--- config.mk ---
export PLATFORM = sky130hd
export DESIGN_NAME = pwr_seq_top
export DESIGN_NICKNAME = d
export VERILOG_FILES = /design/src/rtl/pwr_seq_pkg.sv /design/src/rtl/pwr_seq_debounce.sv /design/src/rtl/pwr_seq_wake.sv /design/src/rtl/pwr_seq_timer.sv /design/src/rtl/pwr_seq_top.sv
export SDC_FILE = /design/constraint.sdc
export NUM_CORES = 1
export LEC_CHECK = 0
export BUFFER_PORTS_ARGS = -buffer_cell sky130_fd_sc_hd__buf_2
export CAP_MARGIN = 25
export CORE_AREA = 3 3 97 99
export CTS_CLUSTER_DIAMETER = 60
export DETAILED_ROUTE_END_ITERATION = 16
export DIE_AREA = 0 0 100 102
export PLACE_DENSITY = 0.58
export SYNTH_ARGS = -nofsm -noshare
export SYNTH_HDL_FRONTEND = slang
export SYNTH_SLANG_ARGS = --single-unit
--- constraint.sdc ---
create_clock -name clk -period 4.1 [get_ports clk]
set_clock_uncertainty 0.05 [all_clocks]
set_input_delay 0.615 -clock clk [delete_from_list [all_inputs] [get_ports clk]]
set_output_delay 0.615 -clock clk [all_outputs]
set_load 0.01 [all_outputs]
--- src/rtl/pwr_seq_pkg.sv ---
package pwr_seq_pkg;

    typedef enum logic [3:0] {
        S_STANDBY   = 4'd0,
        S_SUPPLY    = 4'd1,
        S_MAIN      = 4'd2,
        S_CLOCK     = 4'd3,
        S_CORE      = 4'd4,
        S_MEM       = 4'd5,
        S_STORE     = 4'd6,
        S_RADIO     = 4'd7,
        S_PERIPH    = 4'd8,
        S_HANDSHAKE = 4'd9,
        S_RUN       = 4'd10,
        S_SHUTDOWN  = 4'd11
    } seq_state_e;

    localparam int NUM_STAGE = 8;   // enable stages incl. clock
    localparam int NUM_GRP   = 7;   // power-good reporting groups
    localparam int CLK_BIT   = 2;   // position of clock stage in stage vector

    localparam logic [3:0] FLT_NONE    = 4'd0;
    localparam logic [3:0] FLT_KA_MISS = 4'd9;
    localparam logic [3:0] FLT_KA_DROP = 4'd10;

    // Stages whose timeout is logged but does not stop the boot
    function automatic logic is_soft(input seq_state_e s);
        return (s == S_RADIO) || (s == S_PERIPH);
    endfunction

    // Enable vector while sitting in stage code s (1..8)
    function automatic logic [NUM_STAGE-1:0] stage_mask(input logic [3:0] s);
        logic [NUM_STAGE:0] m;
        m = ({{NUM_STAGE{1'b0}}, 1'b1} << s) - 1'b1;
        return m[NUM_STAGE-1:0];
    endfunction

    // Clear highest set bit
    function automatic logic [NUM_STAGE-1:0] drop_top(input logic [NUM_STAGE-1:0] m);
        logic [NUM_STAGE-1:0] r;
        logic                 done;
        r    = m;
        done = 1'b0;
        for (int i = NUM_STAGE - 1; i >= 0; i--) begin
            if (!done && m[i]) begin
                r[i] = 1'b0;
                done = 1'b1;
            end
        end
        return r;
    endfunction

endpackage

--- src/rtl/pwr_seq_debounce.sv ---
module pwr_seq_debounce #(
    parameter int unsigned HOLD_CYC = 16
) (
    input  logic clk,
    input  logic rst_n,
    input  logic key_in,
    output logic press_evt
);
    localparam int CW = $clog2(HOLD_CYC + 1);

    logic [CW-1:0] run_cnt;
    logic          held;
    logic          held_q;

    assign held = (run_cnt == CW'(HOLD_CYC));

    always_ff @(posedge clk or negedge rst_n) begin
        if (!rst_n) begin
            run_cnt <= '0;
            held_q  <= 1'b0;
        end else begin
            held_q <= held;
            if (!key_in)
                run_cnt <= '0;
            else if (!held)
                run_cnt <= run_cnt + 1'b1;
        end
    end

    assign press_evt = held & ~held_q;

endmodule

--- src/rtl/pwr_seq_wake.sv ---
module pwr_seq_wake #(
    parameter int unsigned HOLD_CYC = 16,
    parameter int unsigned NUM_LVL  = 2
) (
    input  logic               clk,
    input  logic               rst_n,
    input  logic               key_in,
    input  logic [NUM_LVL-1:0] lvl_in,
    output logic               wake
);
    logic               key_evt;
    logic [NUM_LVL-1:0] lvl_q;
    logic [NUM_LVL-1:0] lvl_evt;

    pwr_seq_debounce #(.HOLD_CYC(HOLD_CYC)) u_deb (
        .clk       (clk),
        .rst_n     (rst_n),
        .key_in    (key_in),
        .press_evt (key_evt)
    );

    always_ff @(posedge clk or negedge rst_n) begin
        if (!rst_n) lvl_q <= '0;
        else        lvl_q <= lvl_in;
    end

    generate
        for (genvar g = 0; g < NUM_LVL; g++) begin : g_rise
            assign lvl_evt[g] = lvl_in[g] & ~lvl_q[g];
        end
    endgenerate

    assign wake = key_evt | (|lvl_evt);

endmodule

--- src/rtl/pwr_seq_timer.sv ---
module pwr_seq_timer #(
    parameter int TW = 16
) (
    input  logic          clk,
    input  logic          rst_n,
    input  logic          clr,
    input  logic [TW-1:0] limit,
    output logic          expired
);
    logic [TW-1:0] cnt;

    always_ff @(posedge clk or negedge rst_n) begin
        if (!rst_n)
            cnt <= '0;
        else if (clr)
            cnt <= '0;
        else if (cnt != {TW{1'b1}})
            cnt <= cnt + 1'b1;
    end

    assign expired = (cnt >= limit);

endmodule

--- src/rtl/pwr_seq_top.sv ---
module pwr_seq_top
    import pwr_seq_pkg::*;
#(
    parameter int unsigned DEB_CYC    = 16,
    parameter int          LIMIT_W    = 16,
    parameter int unsigned KA_TIMEOUT = 1000
) (
    input  logic               clk,
    input  logic               rst_n,
    input  logic               key_in,
    input  logic               chg_det,
    input  logic               bat_ins,
    input  logic [6:0]         pg_in,
    input  logic               clk_ready,
    input  logic               keep_alive,
    input  logic [LIMIT_W-1:0] pg_limit,
    output logic               rtc_en,
    output logic [6:0]         rail_en,
    output logic               xtal_en,
    output logic               cpu_rst_n,
    output logic               store_rst_n,
    output logic [3:0]         seq_status,
    output logic [3:0]         fault_code
);
    localparam int KA_W = $clog2(KA_TIMEOUT + 1);
    localparam int TW   = (KA_W > LIMIT_W) ? KA_W : LIMIT_W;

    seq_state_e           state, state_nx;
    logic                 wake;
    logic                 expired;
    logic [TW-1:0]        limit_sel;
    logic                 stage_ok;
    logic                 flt_set;
    logic [3:0]           flt_val;
    logic [NUM_STAGE-1:0] en_now;
    logic [NUM_STAGE-1:0] sd_mask;
    logic [3:0]           fault_q;

    pwr_seq_wake #(.HOLD_CYC(DEB_CYC), .NUM_LVL(2)) u_wake (
        .clk    (clk),
        .rst_n  (rst_n),
        .key_in (key_in),
        .lvl_in ({bat_ins, chg_det}),
        .wake   (wake)
    );

    assign limit_sel = (state == S_HANDSHAKE) ? TW'(KA_TIMEOUT) : TW'(pg_limit);

    pwr_seq_timer #(.TW(TW)) u_timer (
        .clk     (clk),
        .rst_n   (rst_n),
        .clr     (state_nx != state),
        .limit   (limit_sel),
        .expired (expired)
    );

    // Good condition of the stage currently being powered
    always_comb begin
        case (state)
            S_SUPPLY: stage_ok = pg_in[0];
            S_MAIN:   stage_ok = pg_in[1];
            S_CLOCK:  stage_ok = clk_ready;
            S_CORE:   stage_ok = pg_in[2];
            S_MEM:    stage_ok = pg_in[3];
            S_STORE:  stage_ok = pg_in[4];
            S_RADIO:  stage_ok = pg_in[5];
            S_PERIPH: stage_ok = pg_in[6];
            default:  stage_ok = 1'b0;
        endcase
    end

    // State register
    always_ff @(posedge clk or negedge rst_n) begin
        if (!rst_n) state <= S_STANDBY;
        else        state <= state_nx;
    end

    // Transition logic
    always_comb begin
        state_nx = state;
        flt_set  = 1'b0;
        flt_val  = FLT_NONE;
        unique case (state)
            S_STANDBY: begin
                if (wake) state_nx = S_SUPPLY;
            end
            S_SUPPLY, S_MAIN, S_CLOCK, S_CORE,
            S_MEM, S_STORE, S_RADIO, S_PERIPH: begin
                if (stage_ok) begin
                    state_nx = seq_state_e'(state + 4'd1);
                end else if (expired) begin
                    flt_set  = 1'b1;
                    flt_val  = state;
                    state_nx = is_soft(state) ? seq_state_e'(state + 4'd1) : S_SHUTDOWN;
                end
            end
            S_HANDSHAKE: begin
                if (keep_alive) begin
                    state_nx = S_RUN;
                end else if (expired) begin
                    flt_set  = 1'b1;
                    flt_val  = FLT_KA_MISS;
                    state_nx = S_SHUTDOWN;
                end
            end
            S_RUN: begin
                if (!keep_alive) begin
                    flt_set  = 1'b1;
                    flt_val  = FLT_KA_DROP;
                    state_nx = S_SHUTDOWN;
                end
            end
            S_SHUTDOWN: begin
                if (sd_mask == '0) state_nx = S_STANDBY;
            end
            default: state_nx = S_SHUTDOWN;
        endcase
    end

    // Enable vector per state
    always_comb begin
        unique case (state)
            S_STANDBY:             en_now = '0;
            S_HANDSHAKE, S_RUN:    en_now = '1;
            S_SHUTDOWN:            en_now = sd_mask;
            default:               en_now = stage_mask(state);
        endcase
    end

    // Shutdown mask and fault register
    always_ff @(posedge clk or negedge rst_n) begin
        if (!rst_n) begin
            sd_mask <= '0;
            fault_q <= FLT_NONE;
        end else begin
            if (state != S_SHUTDOWN && state_nx == S_SHUTDOWN)
                sd_mask <= en_now;
            else if (state == S_SHUTDOWN)
                sd_mask <= drop_top(sd_mask);

            if (state == S_STANDBY && wake)
                fault_q <= FLT_NONE;
            else if (flt_set)
                fault_q <= flt_val;
        end
    end

    // Outputs
    always_comb begin
        rtc_en      = 1'b1;
        rail_en     = {en_now[NUM_STAGE-1:CLK_BIT+1], en_now[CLK_BIT-1:0]};
        xtal_en     = en_now[CLK_BIT];
        cpu_rst_n   = (state >= S_MEM) && (state <= S_RUN);
        store_rst_n = (state >= S_RADIO) && (state <= S_RUN);
        seq_status  = state;
        fault_code  = fault_q;
    end

endmodule

After elaboration in Yosys (flattened, before gate mapping)
Cells that the tools add are included.
- bits in registers: 40
- add/sub/neg operators: 4
- $lt $le $gt $ge: 4
- equality and inequality tests: 17
- shift-type cells: 1
- muxes and demuxes: 59
- bitwise operators: 7
- reduce and logical (&&, ||, !) cells: 41
- operator list (kind ; number):
    $mux W4 ; 15
    $mux W16 ; 3
    $mux W1 ; 32
    $pmux W8 S3 ; 1
    $eq A4 B4 Y1 const B ; 5
    $pmux W4 S5 ; 1
    $reduce_bool A2 Y1 ; 10
    $add A16 B1 Y16 const B ; 1
    $eq A4 B3 Y1 const B ; 4
    $ge A16 B16 Y1 ; 1
    $mux W8 ; 2
    $ne A16 B16 Y1 const B ; 1
    $reduce_and A2 Y1 ; 7
    $pmux W4 S3 ; 1
    $logic_and A1 B1 Y1 ; 11
    $mux W5 ; 2
    $eq A4 B2 Y1 const B ; 2
    $ge A4 B3 Y1 const B ; 2
    $logic_not A8 Y1 ; 1
    $pmux W1 S8 ; 1
    $reduce_or A8 Y1 ; 1
    $shl A1 B4 Y8 const A ; 1
    $sub A8 B1 Y8 const B ; 1
    $logic_not A1 Y1 ; 7
    other kinds (15) ; 20

Logic depth before layout (Yosys ltp)
- depth after elaboration: 44
- depth in mapped cells: 17
- depth with buffers taken out: 13

By module
From an unflattened synthesis, not the netlist that was laid out.
- cells, all modules: 416
- area total of the unflattened synthesis: 3422.0 µm²
- modules (own cells, without submodules) (module ; times used ; cells an instance ; area an instance (µm²) ; seq. area each (µm²)):
    pwr_seq_top ; 1 ; 236 ; 1780.5 ; 400.4
    pwr_seq_timer ; 1 ; 146 ; 1262.5 ; 400.4
    pwr_seq_debounce ; 1 ; 29 ; 311.5 ; 150.1
    pwr_seq_wake ; 1 ; 5 ; 67.6 ; 50.0

Worst setup path before layout
No wires, ideal clock.
- path kind: register -> register
- start point: register state[1] (netlist: seq_status[1])
- end point: register sd_mask[1]
- library setup time: 0.125 ns
- arrival time: 4.055 ns
- required time: 3.925 ns
- setup slack: -0.130 ns
- stages on the path, launching flop included: 16
- path buffers: 2
- clock period less this slack: 4.230 ns
- cell sequence: dfrtp_1 -> inv_1 -> ha_1 -> clkbuf_1 -> nand2_1 -> clkbuf_1 -> and2_1 -> ha_1 -> nand2b_4 -> a2111o_1 -> a32oi_4 -> a21boi_2 -> or2_0 -> o41a_1 -> and3_4 -> mux2_4
- word-level cells in the longest chain between the ends: 10
- ends and longest elaborated chain (what ; line ; text):
    from (decl) ; pwr_seq_top.sv:28 ; seq_state_e state, state_nx;
    from (signal assigned) ; pwr_seq_top.sv:75 ; else state <= state_nx;
    $eq A4 B4 Y1, or another cell as far along ; pwr_seq_top.sv:47, pwr_seq_top.sv:83, pwr_seq_top.sv:122 ;
    $mux W16 / $logic_or A1 B1 Y1 (equally long branches) ; pwr_seq_top.sv:47, pwr_seq_pkg.sv:28 ;
    $ge A16 B16 Y1 / $mux W4 (equally long branches) ; pwr_seq_timer.sv:21, pwr_seq_top.sv:94 ;
    $mux W4, on equally long branches ; pwr_seq_top.sv:100, pwr_seq_top.sv:91 ;
    $mux W4, on equally long branches ; pwr_seq_top.sv:98, pwr_seq_top.sv:89 ;
    $pmux W4 S5 ; pwr_seq_top.sv:83 ; unique case (state)
    $eq A4 B4 Y1 ; pwr_seq_top.sv:136 ; if (state != S_SHUTDOWN && state_nx == S_SHUTDOWN)
    $logic_and A1 B1 Y1 ; pwr_seq_top.sv:136 ;
    $reduce_bool A2 Y1 (no source line) ; -- ;
    $reduce_and A2 Y1 (no source line) ; -- ;
    to (signal assigned) ; pwr_seq_top.sv:137 ; sd_mask <= en_now;
    to (signal assigned) ; pwr_seq_top.sv:139 ; sd_mask <= drop_top(sd_mask);
    to (decl) ; pwr_seq_top.sv:36 ; logic [NUM_STAGE-1:0] sd_mask;
Parallel ways exist; a longest one is shown, timed or not.
A chain may end at the register's enable or synchronous reset.

Worst setup path after layout
- start point: register state[0] (netlist: seq_status[0])
- end point: register sd_mask[6]
- word-level cells in the longest chain between the ends: 10
- ends and longest elaborated chain (what ; line):
    $eq A4 B4 Y1, or another cell as far along ; pwr_seq_top.sv:47, pwr_seq_top.sv:83
    $mux W16 / $logic_or A1 B1 Y1 (equally long branches) ; pwr_seq_top.sv:47, pwr_seq_pkg.sv:28
    $ge A16 B16 Y1 / $mux W4 (equally long branches) ; pwr_seq_timer.sv:21, pwr_seq_top.sv:94
    $mux W4, on equally long branches ; pwr_seq_top.sv:100, pwr_seq_top.sv:91
    $mux W4, on equally long branches ; pwr_seq_top.sv:98, pwr_seq_top.sv:89
    $pmux W4 S5 (*) ; pwr_seq_top.sv:83
    named net state_nx[3] ; pwr_seq_top.sv:28
    $eq A4 B4 Y1 (*) ; pwr_seq_top.sv:136
    $logic_and A1 B1 Y1 (*) ; pwr_seq_top.sv:136
    $reduce_bool A2 Y1 (no source line) ; --
    $reduce_and A2 Y1 (no source line) ; --
The timed path passes the listed nets; every way through them passes the cells marked *.

==> results.md <==
* Warnings from Yosys at 0
* Met2 global-route usage at 0.273
* Ys flop type: dfrtp_1
* Final wirelength at 8510 µm
* Critical path class: reg2reg
* Share of layout cells above drive strength 1 at 0.180
* CTS Buffer Depth at 2
* CTS tree: built
* Vias at 2956
* Clock-pin slew on the worst setup and hold paths at 0.09 ns
* Final nets at 485
* First-pass GRT wire length at 14300 µm
* Final min period at 3.80 ns
* Largest net degree at the start of global routing at 41
* Synth-to-layout area growth at 14.5%
* CTS Sinks at 40
* Synth unique cells at 63
* PD cells at 664 mW/mm²
* Area contributors post-synth: dfrtp_1 (31%), ha_1 (11%), nand2_1 (5.6%)
* Root Driver: clkbuf_8
* Initial Util at 0.369
* Seq/Total Area, Yosys at 0.314
* FF-to-FF path depth at 13
* Total Routing Usage GR at 0.173
* Post-Syn Instances at 380
* Mapped Area at 0.00319 mm²
* Leak at 1.75 nW
* CP endpoint kind: flip-flop
* Vias in the first global route at 2905
* RSZ-0062 raised after global routing: no
* Number of max-cap violations at 0
* WL per Instance at 15.9 µm
* Core area at 0.00864 mm²
* Height of the die at 102 µm
* Least-Margin Pin Slew at 0.961 ns
* Die Footprint at 0.0102 mm²
* # DRC at 0
* CTS Buf Count at 5
* DR pass1 iterations at 5
* Initial antenna violation count at 0
* TNS Setup at 0 ns
* Count leader, synth: nand2_1
* Syn nets at 437
* Diode count at 0
* DRT iter0 DRCs at 232
* Hold Path Class: in2async
* M3 GR Usage at 0.0410
* Number of synthesized flops with an enable pin at 0
* Synth top area share at 0.314
* Fin. max-slew vios at 0
* CP required at 4.24 ns
* Global Route met1 Usage at 0.238
* H-tree depth at 2
* Status: complete, no violations
* Post-CTS setup buffer count at 0
* Max-slew headroom at 0.360
* Async SR Flop Fraction at 1.00
* # placed instances at 528
* Count of final setup violators at 0
* CP arrival at 3.94 ns
* Design Power at 2.43 mW
* I/O pins at 49
* Die X at 100 µm
* DP HPWL at 6390 µm
* Worst VDD drop at 251 µV
* Via/cell ratio at 5.51
* Final number of hold-violating endpoints at 0
* Mean Syn Cell Area at 8.40 µm²
* Clk Latency, worst-skew pair at 0.30 ns
* CP Launch Type: flip-flop
* Fin crit share at 0.927
* Row count at 34
* Routability cong. at 0.934
* Worst-path fanout max at 13
* Detail Route Antenna Nets at 0
* Fmax at 263 MHz
* FF+latch count, synth at 40
* Final Non-Filler Cells at 536
* Input/output buffers at 47
* Gr ovfl total at 0
* Post-synth top cells: nand2_1 (48), nor2_1 (45), dfrtp_1 (40), ha_1 (27), o21ai_0 (27)
* Synth area leader: dfrtp_1
* Top Usage Layer GRT: met2
-- layer usage --
metal,share of wire,up-vias
met5,0,-
met4,0.013,0
met3,0.057,9
met2,0.44,75
met1,0.49,1418
li1,-,1454
-- metrics by stage --
stage	hold WS [ns]	setup WS, ns	utilization	instance area (µm²)
after detailed placement	0.446	0.208	0.411	3550
final	0.128	0.299	0.423	3650
after CTS	0.365	0.191	0.421	3630
after floorplan	0.269	0.0469	-	3190
after global placement	0.446	0.331	0.411	3550
after global routing	0.142	0.0203	0.423	3650
-- final cells by class --
cell class / instances / area [µm²]
fillers: 899 / 4980
multi-input cells: 308 / 2050
flip-flops and latches: 40 / 1000
repair buffers: 57 / 323
well taps: 108 / 135
clock buffers: 5 / 68.8
inverters: 16 / 60.1
clock inverters: 2 / 12.5
-- timing repair --
action                                  4_1_cts  5_1_grt
gates resized for setup                       0        2
endpoints found under the setup margin        0        5
hold buffers                                  0        0
-- cell families after synthesis --
| group | share of synthesized area |
|---|---|
| and+or+nand+nor | 0.270 |
| AOI/OAI and AO/OA | 0.180 |
| DFF | 0.314 |
| buffers and inverters | 0.0427 |
| adders and majority gates | 0.106 |
| xor gates and xnor gates | 0.0467 |
| muxes | 0.0396 |
| other | 0.00118 |
-- power breakdown --
group          internal (mW)  total, mW  switching, mW  leakage (nW)
Sequential             0.473      0.554         0.0812         0.530
Clock                  0.116      0.270          0.155        0.0400
Combinational          0.598       1.60           1.00          1.18
-- cell usage in the layout, fill, tap and decap left out, types with 3 or more instances in the layout --
cell type	count
nor2_1	45
clkbuf_8	5
nand4_1	12
nand2_1	48
and3_1	7
xnor2_1	7
o21a_1	3
nor3_1	7
a31oi_1	3
ha_1	27
xor2_1	10
and2_1	10
buf_4	9
nor4_1	4
inv_1	15
dfrtp_1	40
mux2i_1	10
o21ai_0	27
nor2b_1	7
buf_2	47
nand3_1	17
a21oi_1	12
-- worst paths after layout --
path | startpoint | endpoint | slack (ns)
setup / recovery | seq_status[0] | sd_mask[6] | 0.30
hold / removal | rst_n | seq_status[3] | 0.13
min in group clk | chg_det | u_wake.lvl_q[0] | 0.38
setup reg to reg | seq_status[0] | sd_mask[6] | 0.30
hold reg to reg | fault_code[2] | fault_code[2] | 0.47
max in group asynchronous | rst_n | sd_mask[3] | 3.41
-- state kept, by name (all words and copies together), names as in the netlist --
register              flops
fault_code                4
sd_mask                   8
seq_status                4
u_timer.cnt              16
u_wake.lvl_q              2
u_wake.u_deb.held_q       1
u_wake.u_deb.run_cnt      5
-- critical path, stage by stage, from the launching register on --
cell and delay, ns:
dfrtp_1 0.44, ha_1 0.20, buf_4 0.20, and2_1 0.31, nor2_1 0.08, ha_1 0.30, nand4_1 0.14, a211oi_2 0.29
a32oi_4 0.18, a32o_1 0.30, a32oi_1 0.32, o41a_1 0.34, nand3_2 0.19, mux2_1 0.34
Note: power is estimated with default switching activity, not from simulation.
